==> src/rtl/dma_pkg.sv <==
package dma_pkg;

    typedef enum logic [1:0] {
        ST_IDLE,
        ST_REQ,
        ST_XFER,
        ST_GAP
    } dma_state_e;

    typedef struct packed {
        dma_state_e state;
        logic       single;
        logic       irq;
    } dma_ctl_t;

    localparam logic [1:0] SEL_BASE  = 2'd0;
    localparam logic [1:0] SEL_COUNT = 2'd1;
    localparam logic [1:0] SEL_CTRL  = 2'd2;
    localparam logic [1:0] SEL_IRQ   = 2'd3;

    localparam int CTRL_GO_BIT     = 0;
    localparam int CTRL_SINGLE_BIT = 1;
    localparam int IRQ_CLR_BIT     = 0;

endpackage

==> src/rtl/dma_cfg_regs.sv <==
module dma_cfg_regs
    import dma_pkg::*;
#(
    parameter int DATA_W = 32,
    parameter int ADDR_W = 16,
    parameter int CNT_W  = 12
) (
    input  logic              clk,
    input  logic              rst_n,
    input  logic              we,
    input  logic [1:0]        sel,
    input  logic [DATA_W-1:0] wdata,
    output logic [ADDR_W-1:0] base,
    output logic [CNT_W-1:0]  count,
    output logic              go,
    output logic              go_single,
    output logic              irq_clr
);

    typedef struct packed {
        logic [ADDR_W-1:0] base;
        logic [CNT_W-1:0]  count;
    } cfg_t;

    cfg_t r_d, r_q;
    logic wdata_unused;

    assign wdata_unused = ^wdata;

    always_comb begin
        r_d = r_q;
        if (we && sel == SEL_BASE)  r_d.base  = wdata[ADDR_W-1:0];
        if (we && sel == SEL_COUNT) r_d.count = wdata[CNT_W-1:0];
    end

    always_ff @(posedge clk) begin
        if (!rst_n) r_q <= '0;
        else        r_q <= r_d;
    end

    assign base      = r_q.base;
    assign count     = r_q.count;
    assign go        = we && (sel == SEL_CTRL) && wdata[CTRL_GO_BIT];
    assign go_single = wdata[CTRL_SINGLE_BIT];
    assign irq_clr   = we && (sel == SEL_IRQ) && wdata[IRQ_CLR_BIT];

endmodule

==> src/rtl/dma_walker.sv <==
module dma_walker #(
    parameter int ADDR_W = 16,
    parameter int CNT_W  = 12
) (
    input  logic              clk,
    input  logic              rst_n,
    input  logic              load,
    input  logic [ADDR_W-1:0] load_addr,
    input  logic [CNT_W-1:0]  load_cnt,
    input  logic              step,
    output logic [ADDR_W-1:0] addr,
    output logic              last
);

    localparam logic [CNT_W-1:0]  CNT_ONE  = CNT_W'(1);
    localparam logic [ADDR_W-1:0] ADDR_ONE = ADDR_W'(1);

    typedef struct packed {
        logic [ADDR_W-1:0] addr;
        logic [CNT_W-1:0]  rem;
    } walk_t;

    walk_t w_d, w_q;

    always_comb begin
        w_d = w_q;
        if (load) begin
            w_d.addr = load_addr;
            w_d.rem  = load_cnt;
        end else if (step) begin
            w_d.addr = w_q.addr + ADDR_ONE;
            w_d.rem  = w_q.rem - CNT_ONE;
        end
    end

    always_ff @(posedge clk) begin
        if (!rst_n) w_q <= '0;
        else        w_q <= w_d;
    end

    assign addr = w_q.addr;
    assign last = (w_q.rem == CNT_ONE);

endmodule

==> src/rtl/dma_blk_engine.sv <==
module dma_blk_engine
    import dma_pkg::*;
#(
    parameter int DATA_W = 32,
    parameter int ADDR_W = 16,
    parameter int CNT_W  = 12
) (
    input  logic              clk,
    input  logic              rst_n,
    input  logic              cfg_we,
    input  logic [1:0]        cfg_sel,
    input  logic [DATA_W-1:0] cfg_wdata,
    output logic              bus_req,
    input  logic              bus_gnt,
    output logic              mem_valid,
    output logic [ADDR_W-1:0] mem_addr,
    output logic [DATA_W-1:0] mem_data,
    input  logic              mem_ready,
    input  logic [DATA_W-1:0] dev_data,
    input  logic              dev_valid,
    output logic              dev_pop,
    output logic              irq
);

    dma_ctl_t c_d, c_q;

    logic [ADDR_W-1:0] cfg_base;
    logic [CNT_W-1:0]  cfg_count;
    logic              go, go_single, irq_clr;
    logic              busy, go_ok, wr_done, last;

    dma_cfg_regs #(
        .DATA_W(DATA_W), .ADDR_W(ADDR_W), .CNT_W(CNT_W)
    ) u_regs (
        .clk       (clk),
        .rst_n     (rst_n),
        .we        (cfg_we),
        .sel       (cfg_sel),
        .wdata     (cfg_wdata),
        .base      (cfg_base),
        .count     (cfg_count),
        .go        (go),
        .go_single (go_single),
        .irq_clr   (irq_clr)
    );

    dma_walker #(
        .ADDR_W(ADDR_W), .CNT_W(CNT_W)
    ) u_walk (
        .clk       (clk),
        .rst_n     (rst_n),
        .load      (go_ok),
        .load_addr (cfg_base),
        .load_cnt  (cfg_count),
        .step      (wr_done),
        .addr      (mem_addr),
        .last      (last)
    );

    assign busy  = (c_q.state != ST_IDLE);
    assign go_ok = go && !busy && (cfg_count != '0);

    always_comb begin
        c_d = c_q;
        if (irq_clr) c_d.irq = 1'b0;
        unique case (c_q.state)
            ST_IDLE: begin
                if (go) begin
                    if (cfg_count == '0) begin
                        c_d.irq = 1'b1;
                    end else begin
                        c_d.state  = ST_REQ;
                        c_d.single = go_single;
                    end
                end
            end
            ST_REQ: begin
                if (bus_gnt) c_d.state = ST_XFER;
            end
            ST_XFER: begin
                if (wr_done) begin
                    if (last) begin
                        c_d.state = ST_IDLE;
                        c_d.irq   = 1'b1;
                    end else if (c_q.single) begin
                        c_d.state = ST_GAP;
                    end
                end
            end
            ST_GAP: begin
                c_d.state = ST_REQ;
            end
            default: c_d.state = ST_IDLE;
        endcase
    end

    always_ff @(posedge clk) begin
        if (!rst_n) c_q <= '{state: ST_IDLE, single: 1'b0, irq: 1'b0};
        else        c_q <= c_d;
    end

    assign bus_req   = (c_q.state == ST_REQ) || (c_q.state == ST_XFER);
    assign mem_valid = (c_q.state == ST_XFER) && bus_gnt && dev_valid;
    assign wr_done   = mem_valid && mem_ready;
    assign dev_pop   = wr_done;
    assign mem_data  = dev_data;
    assign irq       = c_q.irq;

endmodule

==> config.mk <==
export PLATFORM = sky130hd
export DESIGN_NAME = dma_blk_engine
export DESIGN_NICKNAME = d
export VERILOG_FILES = /design/src/rtl/dma_pkg.sv /design/src/rtl/dma_cfg_regs.sv /design/src/rtl/dma_walker.sv /design/src/rtl/dma_blk_engine.sv
export SDC_FILE = /design/constraint.sdc
export NUM_CORES = 1
export LEC_CHECK = 0
export ABC_CLOCK_PERIOD_IN_PS = 4220
export BUFFER_PORTS_ARGS = -buffer_cell sky130_fd_sc_hd__buf_2
export CAP_MARGIN = 20
export CELL_PAD_IN_SITES_DETAIL_PLACEMENT = 1
export CELL_PAD_IN_SITES_GLOBAL_PLACEMENT = 1
export CORE_UTILIZATION = 37
export CTS_CLUSTER_DIAMETER = 120
export DETAILED_ROUTE_END_ITERATION = 12
export PLACE_DENSITY_LB_ADDON = 0.1
export SLEW_MARGIN = 20
export SYNTH_ARGS = -nofsm -noshare
export SYNTH_HDL_FRONTEND = slang
export SYNTH_SLANG_ARGS = --single-unit
==> constraint.sdc <==
create_clock -name clk -period 4.22 [get_ports clk]
set_input_delay 0.422 -clock clk [delete_from_list [all_inputs] [get_ports clk]]
set_output_delay 0.422 -clock clk [all_outputs]
set_load 0.005 [all_outputs]
Word-level counts from Yosys, hierarchy flattened --
Index checks and enable logic that the tools add are counted.
Storage, ports and cells: word-level logic and storage cells 57, bits in registers 60, output and inout port bits 52
Operators by class: eq/ne operators 12, add/subtract/negate cells 2, bitwise logic cells 1, mux-type cells 14, reduce and logical (&&, ||, !) cells 21
Operators with widths (number):
- 28-bit 2-to-1 mux | 2
- 16-bit by 1-bit adder with 16-bit output (second input constant) | 1
- 12-bit by 1-bit == test with 1-bit output (second input constant) | 1
- 12-bit zero test | 1
- 12-bit nonzero test | 1
- 12-bit by 1-bit subtractor with 12-bit output (second input constant) | 1
- 1-bit logical AND | 11
- 2-bit == test (second input constant) | 4
- 2-bit 2-to-1 mux | 4
- 2-bit != test (second input constant) | 4
- 2-bit case mux with 4 select lines | 1
- 5-bit AND reduction | 1
- 2-bit by 1-bit == test with 1-bit output (second input constant) | 2
- 2-bit zero test | 2
- 1-bit 2-to-1 mux | 4
- 4-bit 2-to-1 mux | 1
- 2-bit nonzero test | 2
- 3-bit 2-to-1 mux | 1
- 3-bit != test (second input constant) | 1
- 3-bit AND reduction | 1
- 1-bit case mux with 2 select lines | 1
- 1-bit zero test | 1
- 1-bit logical OR | 1
- 1-bit NOT | 1

Longest topological paths before layout --
Gate-level depths: netlist (run 1).
depth after elaboration 7, gate-level depth with buffers 8, mapped depth without buffers 8

By module --
A second synthesis (run 1) with hierarchy kept.
Second synthesis, totals: cells, all modules 383, area, all modules 3363.2 um2
Modules (own cells, without submodules):
- dma_walker | times used 1, area an instance 1619.1 um2, cells each 192, seq. area each 560.5 um2
- dma_cfg_regs | times used 1, area an instance 1111.1 um2, cells each 115, seq. area each 560.5 um2
- dma_blk_engine | times used 1, area an instance 633.1 um2, cells each 76, seq. area each 80.1 um2

Worst setup path after synthesis (run 1) --
No wires, ideal clock.
path type register to register, start register c_q[2] (netlist name), end register u_walk.w_q (netlist bit u_walk.addr[12]), setup time 74 ps, slack 2175 ps, clock period less this slack 2045 ps, required time 4146 ps, buffers on the path 1, arrival 1971 ps, cell stages (with the launch flop) 8, path through dfxtp_1 -> inv_1 -> ha_1 -> nand4_4 -> or4_4 -> buf_6 -> or3_1 -> a31oi_1
Between the ends: cells in the longest elaborated chain, start to end 5, elaborated cells on any way between the ends 10, those cells by class eq/ne: 1; mux: 1; reduce/logical: 8
Ends and longest elaborated chain:
- from (decl) | line dma_blk_engine.sv:25 | dma_ctl_t c_d, c_q;
- from (signal assigned) | line dma_blk_engine.sv:98 | if (!rst_n) c_q <= '{state: ST_IDLE, single: 1'b0, irq: 1'b0};
- 2-bit == test / 2-bit nonzero test (equally long branches) | line dma_blk_engine.sv:103, dma_blk_engine.sv:60
- 1-bit logical AND / 1-bit zero test (equally long branches) | line dma_blk_engine.sv:103, dma_blk_engine.sv:61
- 1-bit logical AND, on equally long branches | line dma_blk_engine.sv:103, dma_blk_engine.sv:61
- 1-bit logical AND, on equally long branches | line dma_blk_engine.sv:104, dma_blk_engine.sv:61
- 2-bit nonzero test (no source line) / 28-bit 2-to-1 mux (equally long branches)
- to (signal assigned) | line dma_walker.sv:38 | else w_q <= w_d;
- to (decl) | line dma_walker.sv:23 | walk_t w_d, w_q;
Parallel ways exist; a longest one is shown, timed or not. A chain may end at the register's enable or synchronous reset.

Worst setup path after layout (run 1) --
start register u_regs.r_q (netlist bit u_regs.count[8]), end register u_walk.w_q (netlist bit u_walk.addr[12])
Between the ends: cells in the longest elaborated chain, start to end 3, elaborated cells on any way between the ends 4, those cells by class mux: 1; reduce/logical: 3
Ends and longest elaborated chain:
- from (decl) | line dma_cfg_regs.sv:25 | cfg_t r_d, r_q;
- from (signal assigned) | line dma_cfg_regs.sv:38 | else r_q <= r_d;
- 12-bit nonzero test * | line dma_blk_engine.sv:61 | assign go_ok = go && !busy && (cfg_count != '0);
- 1-bit logical AND * | line dma_blk_engine.sv:61
- 28-bit 2-to-1 mux / 2-bit nonzero test (equally long branches)
Every way passes the cells marked *; elsewhere a longest branch is shown, timed or not.

==> reports/metrics.csv, run 1 <==
stage;metric;value;unit
grt;initial antenna violation count;0;
worst_setup_path;CP Cell Sequence;nor4_1, nand3_1, nand3_2, buf_4, o21ai_0, a31oi_1;
placement;Port Buffer Count;43;
pwr;clock share of power;37.7;%
clock_network;Max clock buf depth;2;
clock_network;TritonCTS clock tree;built;
status;status;completed;
grt;vias in the first global route;2359;
clock_network;CTS Sinks;60;
synth;leading cell types by count after synthesis;dfxtp_1 (60), buf_4 (48), nand2_1 (46);
floorplan;Die ar.;0.00888;mm2
floorplan;core area;0.00822;mm2
pwr;Pwr Total;1.30;mW
timing;Final Hold Viols;0;
timing;slew margin rel.;32.0;%
clock_network;worst skew pair latency;0.33;ns
timing;Clock Skew;0.00496;ns
pwr;VDD IR-drop max;0.181;mV
floorplan;die width;94.3;um
timing;Fin Setup TNS;0;ns
pwr;Flop pwr share;48.0;%
synth;Yosys reg bits;60;
synth;post-synthesis cell area;0.00315;mm2
detailed_routing;Vias per Instance;5.13;
clock_network;Post-CTS Setup Inserts;0;
worst_setup_path;Max stage delay on crit path;0.65;ns
synth;Synth top area share;38.1;%
detailed_routing;final WL;7.66;mm
floorplan;row cnt;33;
pwr;switching part of the total power;27.0;%
synth;post-synthesis sequential area ratio;38.1;%
placement;Placement Setup Slack;1.73;ns
grt;global-route wire length before repair;12.0;mm
synth;top-count cell post-synth;dfxtp_1;
synth;Netlist cell types;39;
finish;# diodes;0;
clock_network;Clock transition at path regs;0.07;ns
synth;Synthesized Nets;461;
timing;Worst-Margin Slew;1.02;ns
timing;hold_ws;0.351;ns
worst_setup_path;CP required;4.48;ns
worst_setup_path;crit start category;register;
job;max_cap viols;0;
timing;fin crit share;60.2;%
pwr;switching power;0.349;mW
worst_setup_path;Crit Path Category;register to register;
placement;HPWL Detailed;5.61;mm
clock_network;H-tree levels;3;
timing;unrepaired setup endpoints after global routing;no;
finish;fill count;1018;
synth;Synth Instances;381;
clock_network;CTS Root Cell;clkbuf_8;
clock_network;post-CTS sizing;0;
timing;Finish-stage setup viols;0;
timing;Max Transition Viols Final;0;
clock_network;total CTS buffers;9;
pwr;internal power;0.946;mW
worst_setup_path;top fanout value on the critical path;39;
worst_setup_path;Reg2Reg Setup Slack;1.68;ns
pwr;Logic pwr share;14.3;%
floorplan;Chip Height;94.3;um
pwr;P_leak;1.32;nW
detailed_routing;routed length per instance;16.0;um
floorplan;io pins;124;
synth;Avg Inst Size Synth;8.27;um2
detailed_routing;DR pass1 iterations;4;
detailed_routing;number of remaining DRC errors;0;
synth;Syn. warnings;0;
grt;All-Layer GR Usage;18.1;%
floorplan;Starting Density;38.3;%
timing;fmax;0.393;GHz
clock_network;hold-fix buffers at CTS;0;
timing;post-route minimum period;2.54;ns
synth;post-synthesis async set-or-reset flop share;0;%
detailed_routing;1st-iter DRT viols;43;
synth;EDFF count, synth;0;
finish;area growth from synthesis to final layout;3.93;%
worst_setup_path;slowest CP cell;nand3_2;
finish;layout cells sized above 1;17.6;%
grt;largest net degree at the start of global routing;40;
hold_path;Hold Path Class;input pin to register;
timing;Final WS setup;1.68;ns
detailed_routing;Final ANT Viol Nets;0;
worst_setup_path;CP arrival;2.80;ns
detailed_routing;detailed-route via count;2460;
synth;Most used DFF post-synth;dfxtp_1;
synth;Synth area leaders;dfxtp_1 (38%), buf_4 (11%), a21oi_1 (6.0%);
finish;# nets final;451;
grt;grt ovf;0;
placement;GPL Wtd Cong;0.792;
worst_setup_path;Crit. End Element;register;
pwr;Power Density;396;mW/mm2
synth;cell taking the most area after synthesis;dfxtp_1;
cell families (layout without fill, tap and decap cells):
logic type                 after synthesis  after routing  synth area share, %
AOI/OAI and AO/OA                       76             76                 13.1
xor gates and xnor gates                24             24                 6.67
adders and majority gates                8              8                 3.18
buffers and inverters                   75             69                 14.9
DFF                                     60             60                 38.1
muxes                                   15             15                 4.77
and+or+nand+nor                        123            123                 19.3
through the flow:
step | area, um2 | utilization (%) | std cells
after floorplan | 3150 | - | 381
after global placement | 3090 | 37.6 | 465
after detailed placement | 3090 | 37.6 | 465
after CTS | 3270 | 39.8 | 480
after global routing | 3270 | 39.8 | 480
final | 3270 | 39.8 | 480
final timing paths:
check,depth (start not counted),to,from
max reg2reg,6,u_walk.addr[12]$_SDFFE_PN0P_,u_regs.count[8]$_SDFFE_PN0P_
min reg2reg,2,u_regs.base[4]$_SDFFE_PN0P_,u_regs.base[4]$_SDFFE_PN0P_
max,6,u_walk.addr[12]$_SDFFE_PN0P_,u_regs.count[8]$_SDFFE_PN0P_
min,3,u_regs.base[5]$_SDFFE_PN0P_,cfg_wdata[5]
registers in the layout, summed over array words and instances, names as in the netlist:
register and flops:
u_walk.w_q 12, u_regs.base 16, u_regs.count 12, u_walk.addr 16, irq 1, c_q 3
power by group through the flow:
| stage | clock network [mW] | logic [mW] | registers (mW) |
|---|---|---|---|
| final | 0.488 | 0.186 | 0.621 |
| after global routing | 0.529 | 0.209 | 0.625 |
| after CTS | 0.503 | 0.188 | 0.621 |
| after detailed placement | 0 | 0.186 | 0.634 |
| after global placement | 0 | 0.184 | 0.633 |
| after floorplan | 0 | 0.156 | 0.626 |
metal layers:
metal	vias up	part of all wire, %	routed length (um)	global-route usage (%)
li1	1240	-	-	-
met1	1142	50	3800	25.0
met2	62	44	3350	27.4
met3	16	4.6	353	2.99
met4	0	2.1	158	8.08
met5	-	0	0	0
area by class of cell:
type                       instances  area [um2]  share of cell area, %
multi-input combinational        246        1490                   45.5
sequential                        60        1200                   36.7
timing repair buffer              45         230                   7.03
clock buffer                      14         183                   5.58
tap                              105         131                   4.01
inverter                           9        33.8                   1.03
clock inverter                     1        5.00                  0.153
critical path: cells and delay by family, from the launching register on:
family / cells / cell delay [ns]
AND/OR/NAND/NOR: 3 / 1.52
flip-flops: 1 / 0.34
AO/OA/AOI/OAI: 2 / 0.27
buffers and inverters: 1 / 0.33
layout by cell type, fill, tap and decap left out, drive strengths merged, types with 2 or more instances in the layout:
cell type	instances
dfxtp	60
a211oi	3
mux2i	15
nand4	13
a21oi	38
buf	45
nor3	6
nand2	46
ha	8
o21ai	26
a31oi	3
xor2	14
nor3b	2
nor2	27
inv	9
nor4	8
clkbuf	14
nand3b	2
or4	2
xnor2	10
nand3	10
(Power assumes the default switching activity.)
==> run 2, diff against run 1 <==
--- a/config.mk
+++ b/config.mk
@@ -5,12 +5,12 @@
 export SDC_FILE = /design/constraint.sdc
 export NUM_CORES = 1
 export LEC_CHECK = 0
-export ABC_CLOCK_PERIOD_IN_PS = 4220
+export ABC_CLOCK_PERIOD_IN_PS = 2400
 export BUFFER_PORTS_ARGS = -buffer_cell sky130_fd_sc_hd__buf_2
 export CAP_MARGIN = 20
 export CELL_PAD_IN_SITES_DETAIL_PLACEMENT = 1
 export CELL_PAD_IN_SITES_GLOBAL_PLACEMENT = 1
-export CORE_UTILIZATION = 37
+export CORE_UTILIZATION = 35
 export CTS_CLUSTER_DIAMETER = 120
 export DETAILED_ROUTE_END_ITERATION = 12
 export PLACE_DENSITY_LB_ADDON = 0.1
==> constraint.sdc (replaced) <==
create_clock -name clk -period 2.4 [get_ports clk]
set_input_delay 0.24 -clock clk [delete_from_list [all_inputs] [get_ports clk]]
set_output_delay 0.24 -clock clk [all_outputs]
set_load 0.005 [all_outputs]
==> run 2 against run 1 <==
Net effect:
- maximum frequency increased by 20%
- die area grew 5.6%
- register-to-register slack worse by 1.4 ns
- clock skew grew 0.0031 ns
- global-route usage decreased by 0.19 points
- design area is 1.2% higher
- combinational power rose by 84%
- critical path type unchanged
- largest power group unchanged
==> reports/metrics.csv, run 2 (synthesis results as in run 1) <==
stage;metric;value;unit
worst_setup_path;CP Cell Sequence;inv_1, ha_1, nand4_4, or4_4, or3_1, a31oi_1;
clock_network;worst skew pair latency;0.33;ns
timing;Max Transition Viols Final;0;
pwr;VDD IR-drop max;0.264;mV
hold_path;Hold Path Class;input pin to register;
timing;Worst-Margin Slew;0.505;ns
timing;post-route minimum period;2.11;ns
placement;GPL Wtd Cong;0.729;
worst_setup_path;CP Buf/Inv Count;1;
finish;commonest non-fill, non-tap cell in the layout;dfxtp_1;
placement;HPWL Detailed;5.68;mm
detailed_routing;Vias per Instance;5.14;
worst_setup_path;slowest CP cell;or4_4;
timing;Fin Setup TNS;0;ns
floorplan;io pins;124;
finish;commonest non-fill, non-tap cells in the layout;dfxtp_1 (60), nand2_1 (46), buf_2 (43);
finish;area growth from synthesis to final layout;5.17;%
clock_network;H-tree levels;3;
grt;All-Layer GR Usage;17.9;%
finish;fin cells;491;
clock_network;TritonCTS clock tree;built;
worst_setup_path;CP arrival;2.38;ns
finish;layout cells sized above 1;18.8;%
timing;Final Hold Viols;0;
grt;vias in the first global route;2622;
clock_network;Clock transition at path regs;0.07;ns
status;status;completed;
clock_network;CTS Sinks;60;
finish;# nets final;459;
floorplan;row cnt;34;
timing;unrepaired setup endpoints after global routing;no;
floorplan;Starting Density;36.1;%
worst_setup_path;Crit Path Category;register to register;
detailed_routing;number of remaining DRC errors;0;
detailed_routing;Final ANT Viol Nets;0;
worst_setup_path;family with the most delay on the worst path;simple AND/OR/NAND/NOR gates;
detailed_routing;routed length per instance;16.2;um
worst_setup_path;Max stage delay on crit path;0.59;ns
detailed_routing;detailed-route via count;2522;
timing;Clock Skew;0.00806;ns
placement;Port Buffer Count;43;
floorplan;Chip Height;96.9;um
detailed_routing;1st-iter DRT viols;57;
detailed_routing;DR pass1 iterations;4;
timing;Finish-stage setup viols;0;
grt;initial antenna violation count;0;
clock_network;CTS Root Cell;clkbuf_8;
clock_network;hold-fix buffers at CTS;0;
placement;Cells after DPL;476;
floorplan;Die ar.;0.00938;mm2
grt;grt ovf;0;
timing;fin crit share;88.1;%
worst_setup_path;crit start category;register;
worst_setup_path;Crit. End Element;register;
pwr;P_leak;1.34;nW
floorplan;core area;0.00872;mm2
clock_network;total CTS buffers;9;
grt;largest net degree at the start of global routing;55;
timing;slew margin rel.;66.0;%
clock_network;Max clock buf depth;2;
job;max_cap viols;0;
worst_setup_path;CP required;2.66;ns
pwr;Power Density;659;mW/mm2
detailed_routing;final WL;7.97;mm
timing;fmax;0.473;GHz
clock_network;Post-CTS Setup Inserts;0;
grt;global-route wire length before repair;13.1;mm
clock_network;post-CTS sizing;0;
worst_setup_path;top fanout value on the critical path;6;
floorplan;die width;96.9;um
finish;# diodes;0;
-- run 2: cell types whose count changed in the layout (fill, tap and decap cells not counted), sizes merged --
cell	change
buf	+8
clkinv	+2
clkbuf	-2
-- run 2: worst paths after layout --
check | cells past startpoint | from | slack [ns] | end
setup reg to reg | 6 | c_q[2]$_SDFFE_PN0P_ | 0.29 | u_walk.addr[12]$_SDFFE_PN0P_
hold / removal | 3 | cfg_wdata[14] | 0.15 | u_regs.base[14]$_SDFFE_PN0P_
setup / recovery | 6 | c_q[2]$_SDFFE_PN0P_ | 0.29 | u_walk.addr[12]$_SDFFE_PN0P_
hold reg to reg | 2 | u_regs.base[9]$_SDFFE_PN0P_ | 0.45 | u_regs.base[9]$_SDFFE_PN0P_
-- run 2: power breakdown --
group	switching [mW]	total (mW)	internal (mW)	leakage, nW
clock	0.384	0.749	0.365	0.0800
combinational	0.195	0.343	0.147	0.778
sequential	0.0467	1.09	1.04	0.486
total	0.626	2.18	1.56	1.34
-- run 2: layout make-up --
cell class                      count  area (um2)
Timing Repair Buffer               53         303
Fill cell                        1073        5410
Clock inverter                      3        15.0
Tap cell                          108         135
Inverter                            9        33.8
Multi-Input combinational cell    246        1490
Clock buffer                       12         135
Sequential cell                    60        1200
-- run 2: metal layers --
layer  global-route usage (%)  vias up  wire [um]  share of wire, %
li1                         -     1261          -                 -
met1                     21.8     1210       3810                48
met2                     30.6       45       3820                48
met3                     4.70        6        253               3.2
met4                     5.63        0         86               1.1
met5                        0        -          0                 0
-- run 2: worst register-to-register path: cells and delay by family (launching register included) --
family,cells,cell delay [ns]
AOI/OAI and AO/OA,1,0.16
buffers and inverters,1,0.12
DFF,1,0.35
adders and majority gates,1,0.30
and+or+nand+nor,3,1.12
-- run 2: metrics by stage --
step | util [%] | power (mW) | cell area (um2) | worst slack, ns | hold slack, ns
floorplan | - | 1.38 | 3150 | 0.355 | 0.376
global placement | 36.3 | 1.45 | 3160 | 0.338 | 0.444
detailed placement | 36.3 | 1.46 | 3160 | 0.273 | 0.447
CTS | 38.0 | 2.22 | 3310 | 0.262 | 0.132
global route | 38.0 | 2.32 | 3310 | 0.130 | 0.134
finish | 38.0 | 2.18 | 3310 | 0.286 | 0.149
